`config.mk`:
```
export PLATFORM = sky130hd
export DESIGN_NAME = trap_entry_ctrl
export DESIGN_NICKNAME = d
export VERILOG_FILES = /design/src/rtl/trap_entry_pkg.sv /design/src/rtl/trap_classify.sv /design/src/rtl/trap_level_step.sv /design/src/rtl/cwp_adjust.sv /design/src/rtl/trap_vector.sv /design/src/rtl/trap_entry_ctrl.sv
export SDC_FILE = /design/constraint.sdc
export NUM_CORES = 1
export LEC_CHECK = 0
export ABC_CLOCK_PERIOD_IN_PS = 1980
export CORE_AREA = 5 5 204 206
export CTS_CLUSTER_SIZE = 8
export DETAILED_ROUTE_END_ITERATION = 7
export DIE_AREA = 0 0 209 211
export GPL_TIMING_DRIVEN = 0
export PLACE_DENSITY = 0.54
export SYNTH_ARGS = -nofsm -noshare
export SYNTH_HDL_FRONTEND = slang
export SYNTH_SLANG_ARGS = --single-unit
```
`constraint.sdc`:
```
create_clock -name clk -period 1.98 [get_ports clk]
set_input_delay 0.396 -clock clk [delete_from_list [all_inputs] [get_ports clk]]
set_output_delay 0.396 -clock clk [all_outputs]
set_load 0.01 [all_outputs]
```
`src/rtl/trap_entry_pkg.sv`:
```
// Package: shared constants and types for the trap entry controller.
// Assumes a 9-bit trap type and a 15-bit vector field inside the base address.
package trap_entry_pkg;

    localparam int TT_W      = 9;
    localparam int VEC_SHIFT = 5;
    localparam int VEC_LOW   = 15;   // base address bits below this are replaced

    // processor-state bit positions
    localparam int PSB_AG   = 0;
    localparam int PSB_PRIV = 2;
    localparam int PSB_PEF  = 4;
    localparam int PSB_RED  = 5;
    localparam int PSB_MG   = 10;
    localparam int PSB_IG   = 11;

    // specific trap type codes
    localparam logic [TT_W-1:0] TT_IVEC    = 9'h060;
    localparam logic [TT_W-1:0] TT_IFAULT  = 9'h008;
    localparam logic [TT_W-1:0] TT_DFAULT  = 9'h030;
    localparam logic [TT_W-1:0] TT_CLEANW  = 9'h024;
    localparam logic [TT_W-3:0] TT_MMU_LO  = 7'h19;  // 0x064..0x067
    localparam logic [TT_W-3:0] TT_MMU_MID = 7'h1A;  // 0x068..0x06B
    localparam logic [TT_W-3:0] TT_MMU_HI  = 7'h1B;  // 0x06C..0x06F
    localparam logic [2:0]      TT_SPILL_G = 3'b010;
    localparam logic [2:0]      TT_FILL_G  = 3'b011;

    typedef enum logic [1:0] {
        CLS_OTHER = 2'd0,
        CLS_IVEC  = 2'd1,
        CLS_MMU   = 2'd2
    } trap_class_e;

    typedef enum logic [1:0] {
        WIN_KEEP  = 2'd0,
        WIN_DEC1  = 2'd1,
        WIN_SPILL = 2'd2,
        WIN_INC1  = 2'd3
    } win_op_e;

endpackage

```
`src/rtl/trap_classify.sv`:
```
// Module: decodes a trap type into a state-bit class and a window-pointer action.
// Assumes the type codes in trap_entry_pkg; purely combinational.
module trap_classify
    import trap_entry_pkg::*;
(
    input  logic [TT_W-1:0] tt_i,
    output trap_class_e     cls_o,
    output win_op_e         win_op_o
);

    logic [TT_W-3:0] tt_quad;
    assign tt_quad = tt_i[TT_W-1:2];

    // pick the state-bit class of the trap
    always_comb begin
        if (tt_i == TT_IVEC) begin
            cls_o = CLS_IVEC;
        end else if (tt_i == TT_IFAULT || tt_i == TT_DFAULT ||
                     tt_quad == TT_MMU_LO || tt_quad == TT_MMU_MID ||
                     tt_quad == TT_MMU_HI) begin
            cls_o = CLS_MMU;
        end else begin
            cls_o = CLS_OTHER;
        end
    end

    // pick the window-pointer action of the trap
    always_comb begin
        if (tt_i == TT_CLEANW) begin
            win_op_o = WIN_DEC1;
        end else if (tt_i[TT_W-1:6] == TT_SPILL_G) begin
            win_op_o = WIN_SPILL;
        end else if (tt_i[TT_W-1:6] == TT_FILL_G) begin
            win_op_o = WIN_INC1;
        end else begin
            win_op_o = WIN_KEEP;
        end
    end

endmodule

```
`src/rtl/trap_level_step.sv`:
```
// Module: decides whether a trap is taken and computes the next trap level.
// Assumes the error state is only reachable with the level at MAXTL.
module trap_level_step #(
    parameter int MAXTL = 5,
    parameter int TL_W  = $clog2(MAXTL + 1)
) (
    input  logic [TL_W-1:0] tl_i,
    input  logic            err_i,
    output logic            take_o,
    output logic [TL_W-1:0] tl_next_o,
    output logic            red_o
);

    localparam logic [TL_W-1:0] TL_MAX  = TL_W'(MAXTL);
    localparam logic [TL_W-1:0] TL_EDGE = TL_W'(MAXTL - 1);
    localparam logic [TL_W-1:0] TL_ONE  = TL_W'(1);

    // the trap is taken only while the stack still has room
    assign take_o = !err_i && (tl_i < TL_MAX);

    // step the level and flag the reset/error-entry state near the limit
    always_comb begin
        tl_next_o = tl_i;
        red_o     = 1'b0;
        if (tl_i < TL_EDGE) begin
            tl_next_o = tl_i + TL_ONE;
        end else begin
            red_o = 1'b1;
            if (tl_i < TL_MAX) begin
                tl_next_o = tl_i + TL_ONE;
            end
        end
    end

endmodule

```
`src/rtl/cwp_adjust.sv`:
```
// Module: computes the new window pointer for window-management traps.
// Assumes cansave_i < NWIN; works for any window count, not only powers of two.
module cwp_adjust
    import trap_entry_pkg::*;
#(
    parameter int NWIN = 8,
    parameter int WP_W = (NWIN > 1) ? $clog2(NWIN) : 1
) (
    input  logic [WP_W-1:0] cwp_i,
    input  logic [WP_W-1:0] cansave_i,
    input  win_op_e         op_i,
    output logic [WP_W-1:0] cwp_o
);

    localparam int SUM_W = WP_W + 3;
    localparam logic [SUM_W-1:0] N1 = SUM_W'(NWIN);
    localparam logic [SUM_W-1:0] N2 = SUM_W'(2 * NWIN);

    logic [SUM_W-1:0] cwp_w;
    logic [SUM_W-1:0] cs_w;
    logic [SUM_W-1:0] raw;
    logic [SUM_W-1:0] wrapped;

    assign cwp_w = SUM_W'(cwp_i);
    assign cs_w  = SUM_W'(cansave_i);

    // form a non-negative offset sum for the selected action
    always_comb begin
        case (op_i)
            WIN_DEC1:  raw = cwp_w + N1 - SUM_W'(1);
            WIN_SPILL: raw = cwp_w + N2 - cs_w - SUM_W'(2);
            WIN_INC1:  raw = cwp_w + SUM_W'(1);
            default:   raw = cwp_w;
        endcase
    end

    // reduce the sum into the window range
    generate
        if ((NWIN & (NWIN - 1)) == 0) begin : g_pow2
            assign wrapped = raw & (N1 - SUM_W'(1));
        end else begin : g_general
            assign wrapped = raw % N1;
        end
    endgenerate

    assign cwp_o = wrapped[WP_W-1:0];

endmodule

```
`src/rtl/trap_vector.sv`:
```
// Module: builds the vector address and its successor from the trap base.
// Assumes ADDR_W > 15 and a 9-bit trap type placed at bit 5.
module trap_vector
    import trap_entry_pkg::*;
#(
    parameter int ADDR_W = 64
) (
    input  logic [ADDR_W-1:0] tba_i,
    input  logic [TT_W-1:0]   tt_i,
    input  logic              nested_i,
    output logic [ADDR_W-1:0] pc_o,
    output logic [ADDR_W-1:0] npc_o
);

    // splice nesting bit and trap type into the cleared low field
    assign pc_o  = {tba_i[ADDR_W-1:VEC_LOW], nested_i, tt_i, {VEC_SHIFT{1'b0}}};

    // the successor address is one instruction later
    assign npc_o = pc_o + ADDR_W'(4);

endmodule

```
`src/rtl/trap_entry_ctrl.sv`:
```
// Module: top of the trap entry controller. Holds trap level, error flag and
// the updated processor registers; issues one trap-stack write per taken trap.
// Assumes trap_valid_i is a single-cycle strobe and the stack lives outside.
module trap_entry_ctrl
    import trap_entry_pkg::*;
#(
    parameter int ADDR_W = 64,
    parameter int PS_W   = 12,
    parameter int MAXTL  = 5,
    parameter int NWIN   = 8,
    parameter int TL_W   = $clog2(MAXTL + 1),
    parameter int WP_W   = (NWIN > 1) ? $clog2(NWIN) : 1
) (
    input  logic                 clk,
    input  logic                 rst_n,
    input  logic                 trap_valid_i,
    input  logic [8:0]           trap_type_i,
    input  logic [ADDR_W-1:0]    pc_i,
    input  logic [ADDR_W-1:0]    npc_i,
    input  logic [PS_W-1:0]      pstate_i,
    input  logic [ADDR_W-1:0]    tba_i,
    input  logic [WP_W-1:0]      cwp_i,
    input  logic [WP_W-1:0]      cansave_i,
    output logic [TL_W-1:0]      tl_o,
    output logic                 err_o,
    output logic [ADDR_W-1:0]    pc_o,
    output logic [ADDR_W-1:0]    npc_o,
    output logic [PS_W-1:0]      pstate_o,
    output logic [WP_W-1:0]      cwp_o,
    output logic                 done_o,
    output logic                 ts_we_o,
    output logic [TL_W-1:0]      ts_idx_o,
    output logic [PS_W+WP_W-1:0] ts_tstate_o,
    output logic [ADDR_W-1:0]    ts_tpc_o,
    output logic [ADDR_W-1:0]    ts_tnpc_o,
    output logic [8:0]           ts_tt_o
);

    localparam int TS_W = PS_W + WP_W;
    localparam logic [TL_W-1:0] TL_ONE = TL_W'(1);

    trap_class_e       cls;
    win_op_e           win_op;
    logic              take;
    logic              red;
    logic [TL_W-1:0]   tl_next;
    logic [WP_W-1:0]   cwp_next;
    logic [ADDR_W-1:0] vec_pc;
    logic [ADDR_W-1:0] vec_npc;
    logic [PS_W-1:0]   ps_next;

    trap_classify u_classify (
        .tt_i     (trap_type_i),
        .cls_o    (cls),
        .win_op_o (win_op)
    );

    trap_level_step #(.MAXTL(MAXTL), .TL_W(TL_W)) u_level (
        .tl_i      (tl_o),
        .err_i     (err_o),
        .take_o    (take),
        .tl_next_o (tl_next),
        .red_o     (red)
    );

    cwp_adjust #(.NWIN(NWIN), .WP_W(WP_W)) u_cwp (
        .cwp_i     (cwp_i),
        .cansave_i (cansave_i),
        .op_i      (win_op),
        .cwp_o     (cwp_next)
    );

    trap_vector #(.ADDR_W(ADDR_W)) u_vector (
        .tba_i    (tba_i),
        .tt_i     (trap_type_i),
        .nested_i (tl_next > TL_ONE),
        .pc_o     (vec_pc),
        .npc_o    (vec_npc)
    );

    // compose the replacement processor-state word for the trap class
    always_comb begin
        ps_next           = '0;
        ps_next[PSB_PEF]  = 1'b1;
        ps_next[PSB_PRIV] = 1'b1;
        ps_next[PSB_RED]  = red;
        case (cls)
            CLS_IVEC: ps_next[PSB_IG] = 1'b1;
            CLS_MMU:  ps_next[PSB_MG] = 1'b1;
            default:  ps_next[PSB_AG] = 1'b1;
        endcase
    end

    // register the trap entry: level, error, processor registers, stack write
    always_ff @(posedge clk) begin
        if (!rst_n) begin
            tl_o        <= '0;
            err_o       <= 1'b0;
            pc_o        <= '0;
            npc_o       <= '0;
            pstate_o    <= '0;
            cwp_o       <= '0;
            done_o      <= 1'b0;
            ts_we_o     <= 1'b0;
            ts_idx_o    <= '0;
            ts_tstate_o <= '0;
            ts_tpc_o    <= '0;
            ts_tnpc_o   <= '0;
            ts_tt_o     <= '0;
        end else begin
            done_o  <= trap_valid_i;
            ts_we_o <= 1'b0;
            if (trap_valid_i) begin
                if (take) begin
                    tl_o        <= tl_next;
                    pc_o        <= vec_pc;
                    npc_o       <= vec_npc;
                    pstate_o    <= ps_next;
                    cwp_o       <= cwp_next;
                    ts_we_o     <= 1'b1;
                    ts_idx_o    <= tl_next;
                    ts_tstate_o <= TS_W'({pstate_i, cwp_i});
                    ts_tpc_o    <= pc_i;
                    ts_tnpc_o   <= npc_i;
                    ts_tt_o     <= trap_type_i;
                end else begin
                    err_o <= 1'b1;
                end
            end
        end
    end

endmodule

```
==> summary.txt <==
Floorplan
  • Starting Density: 21.5%
  • Die Ht: 211 um
  • Row count: 73
  • Die area: 44100 um2
  • Io pins: 526
  • Die Span X: 209 um
  • Core Region: 39500 um2

Critical path
  • Crit path kind: reg -> out
  • Worst path max stage delay: 0.52 ns
  • CP max stage cell: clkdlybuf4s50_1
  • Kind of end point of the critical path: output pin
  • Critical path launch point type: register
  • CP Max Fanout: 3
  • Worst setup startpoint: pc_o[23]
  • WP data arrival: 1.53 ns
  • Worst-path cell chain: buf_4, clkdlybuf4s50_1
  • Worst EP required: 1.58 ns
  • R2R Path Start: ts_idx_o[2]

Place
  • GP Congestion: 0.824
  • Port Buffers: 492
  • Cells after DPL: 2106
  • Post-Place Cell Area: 14100 um2
  • Hpwl dp: 28.9 mm

Clocking
  • Clk buf depth: 3
  • CTS tree: done
  • Clock sink count: 216
  • Root buffer cell: clkbuf_16
  • Htree depth: 1
  • TritonCTS buffer count: 31
  • Clock Latency Late Sink: 0.56 ns
  • CTS clock-pin slew for the worst setup and hold paths: 0.05 ns

STA
  • Max-slew violations: 0
  • Crit path time final: 1.92 ns
  • Clock skew: 0.0115 ns
  • Max-slew headroom: 47.8%
  • Fin. Hold Viols: 0
  • Final setup viols: 0
  • Final Cycle Share: 97.0%
  • Hold_ws: 0.182 ns
  • Slew @ Worst Pin: 0.784 ns
  • Fmax: 520 MHz
  • RSZ-0062 raised after global routing: true

Synth
  • Distinct cells, synth: 44
  • Leading area contributor after synthesis: dfxtp_1
  • Post-synthesis sequential area ratio: 51.0%
  • Post-Syn Area: 8490 um2
  • Synthesis-stage register bit count: 216
  • Yosys warns: 0
  • Synth top area share: 51.0%
  • Ranking of synthesized cells by area: dfxtp_1, nand2_1, a21oi_1
  • Syn Area/Cell: 7.89 um2
  • Cell count after synthesis: 1075

Global route
  • Total GRT Usage: 15.6%
  • Largest net degree at the start of global routing: 15
  • First-pass GRT wire length: 54.2 mm
  • Antenna violations before repair: 3
  • Grt ovf: 0
  • Vias in the first global route: 8674

Routing
  • Vias after detailed routing: 8856
  • Final wirelength: 36.9 mm
  • Post-DR wirelength/cell: 17.2 um
  • Vias per inst: 4.13
  • 1st-iter DRT viols: 298
  • Final antenna-violating net count: 0
  • Post-route DRC: 0
  • First-pass DRT Iterations: 5

Power
  • VDD IR max: 746 uV
  • PD cells: 766 nW/um2
  • Leak pwr: 0.00628 uW

Cells and area
  • Fillers: 4138
  • Final cell count without fillers: 2143
  • Share of cells above drive strength 1: 13.6%
  • Commonest non-fill, non-tap cell in the layout: clkdlybuf4s50_1
  • Most frequent cells in the layout: clkdlybuf4s50_1, nand2_1, a21oi_1
  • Post-route cell area: 15000 um2
  • # nets final: 1842
  • Final Core Density: 38.1%
  • Area growth, synth to finish: 77.3%

Flow run
  • Max-cap viol count: 0

Hold path
  • Worst hold path class: in -> reg
  • Hold wc startpoint: trap_type_i[6]

Outcome
  • Status: finished clean
through the flow:
step / setup TNS (ns) / total power, uW / setup WS, ns
after floorplan: 0 / 5620 / 0.214
after global placement: -76.34 / 6920 / -0.557
after detailed placement: -80.71 / 6940 / -0.590
after CTS: 0 / 11800 / 0.0000601
after global routing: -0.00186 / 12100 / -0.00186
final: 0 / 11500 / 0.0587
layer usage:
metal | up-vias | GRT usage [%] | part of all wire (%)
met2 | 377 | 27.5 | 48
met4 | 4 | 4.41 | 3.1
met5 | - | 0 | 0.073
li1 | 4433 | - | -
met3 | 58 | 6.31 | 10
met1 | 3984 | 17.6 | 39
report_power, final:
group / switching [uW] / internal (uW) / total, uW
Sequential: 155 / 4610 / 4760
Combinational: 880 / 1170 / 2050
Clock: 1880 / 2840 / 4720
Total: 2910 / 8620 / 11500
synthesized netlist by cell type (all sizes together):
library cell / n
a21oi: 208
nor3b: 2
dfxtp: 216
a2111o: 1
and2: 1
a32oi: 1
nand2: 409
mux2i: 1
o2111ai: 1
or2: 2
o31ai: 3
nand3: 7
xnor2: 1
o41ai: 1
o21bai: 1
or3: 3
a31oi: 1
or3b: 1
conb: 1
nand4bb: 1
and3: 2
mux2: 1
o21a: 2
nand2b: 4
a211oi: 1
o211a: 1
nand3b: 1
nor2b: 3
o21ai: 5
o2111a: 1
buf: 129
xnor3: 1
nor2: 10
clkbuf: 34
o311ai: 1
nand4b: 1
ha: 6
nor3: 3
inv: 6
nor4: 1
critical path, delay by kind of cell (launching register included):
kind | cells | cell delay, ns
flops | 1 | 0.35
buf+inv | 2 | 0.63
path summary, 6_finish.rpt:
kind / to / slack [ns] / cells after the start
worst max-delay path: pc_o[23] / 0.06 / 2
worst min-delay path: ts_tt_o[6] / 0.18 / 3
worst max register to register: ts_tnpc_o[56] / 0.18 / 7
worst min register to register: ts_tnpc_o[9] / 0.45 / 2
layout make-up:
class | instances | area, um2 | share of cell area (%)
tap | 525 | 657 | 4.37
clock buffer | 36 | 825 | 5.48
inverter | 6 | 22.5 | 0.150
timing repair buffer | 492 | 4930 | 32.8
antenna | 1 | 2.50 | 0.0166
buffer | 163 | 1060 | 7.02
multi-input combinational | 704 | 3160 | 21.0
sequential | 216 | 4400 | 29.2
flip-flops by register name, summed over array words and instances, names as in the netlist:
| name | count |
|---|---|
| cwp_o | 3 |
| done_o | 1 |
| err_o | 1 |
| pc_o | 51 |
| pstate_o | 5 |
| ts_idx_o | 3 |
| ts_tnpc_o | 64 |
| ts_tpc_o | 64 |
| ts_tstate_o | 15 |
| ts_tt_o | 8 |
| ts_we_o | 1 |
cells by family (layout without fill, tap and decap cells):
logic type,Yosys count,count (layout),share of synthesized area (%)
muxes,2,2,0.251
and+or+nand+nor,451,451,20.9
buffers and inverters,169,697,12.5
DFF,216,216,51.0
xor gates and xnor gates,2,2,0.369
AOI/OAI and AO/OA,228,228,14.1
adders and majority gates,6,6,0.885
other,1,16,0.0442
timing repair:
item	CTS	global route
gates resized for setup	80	31
setup endpoints to repair	117	102
buffers inserted	0	0
hold buffers	0	0
No activity file was read; power rests on OpenSTA's default activity.
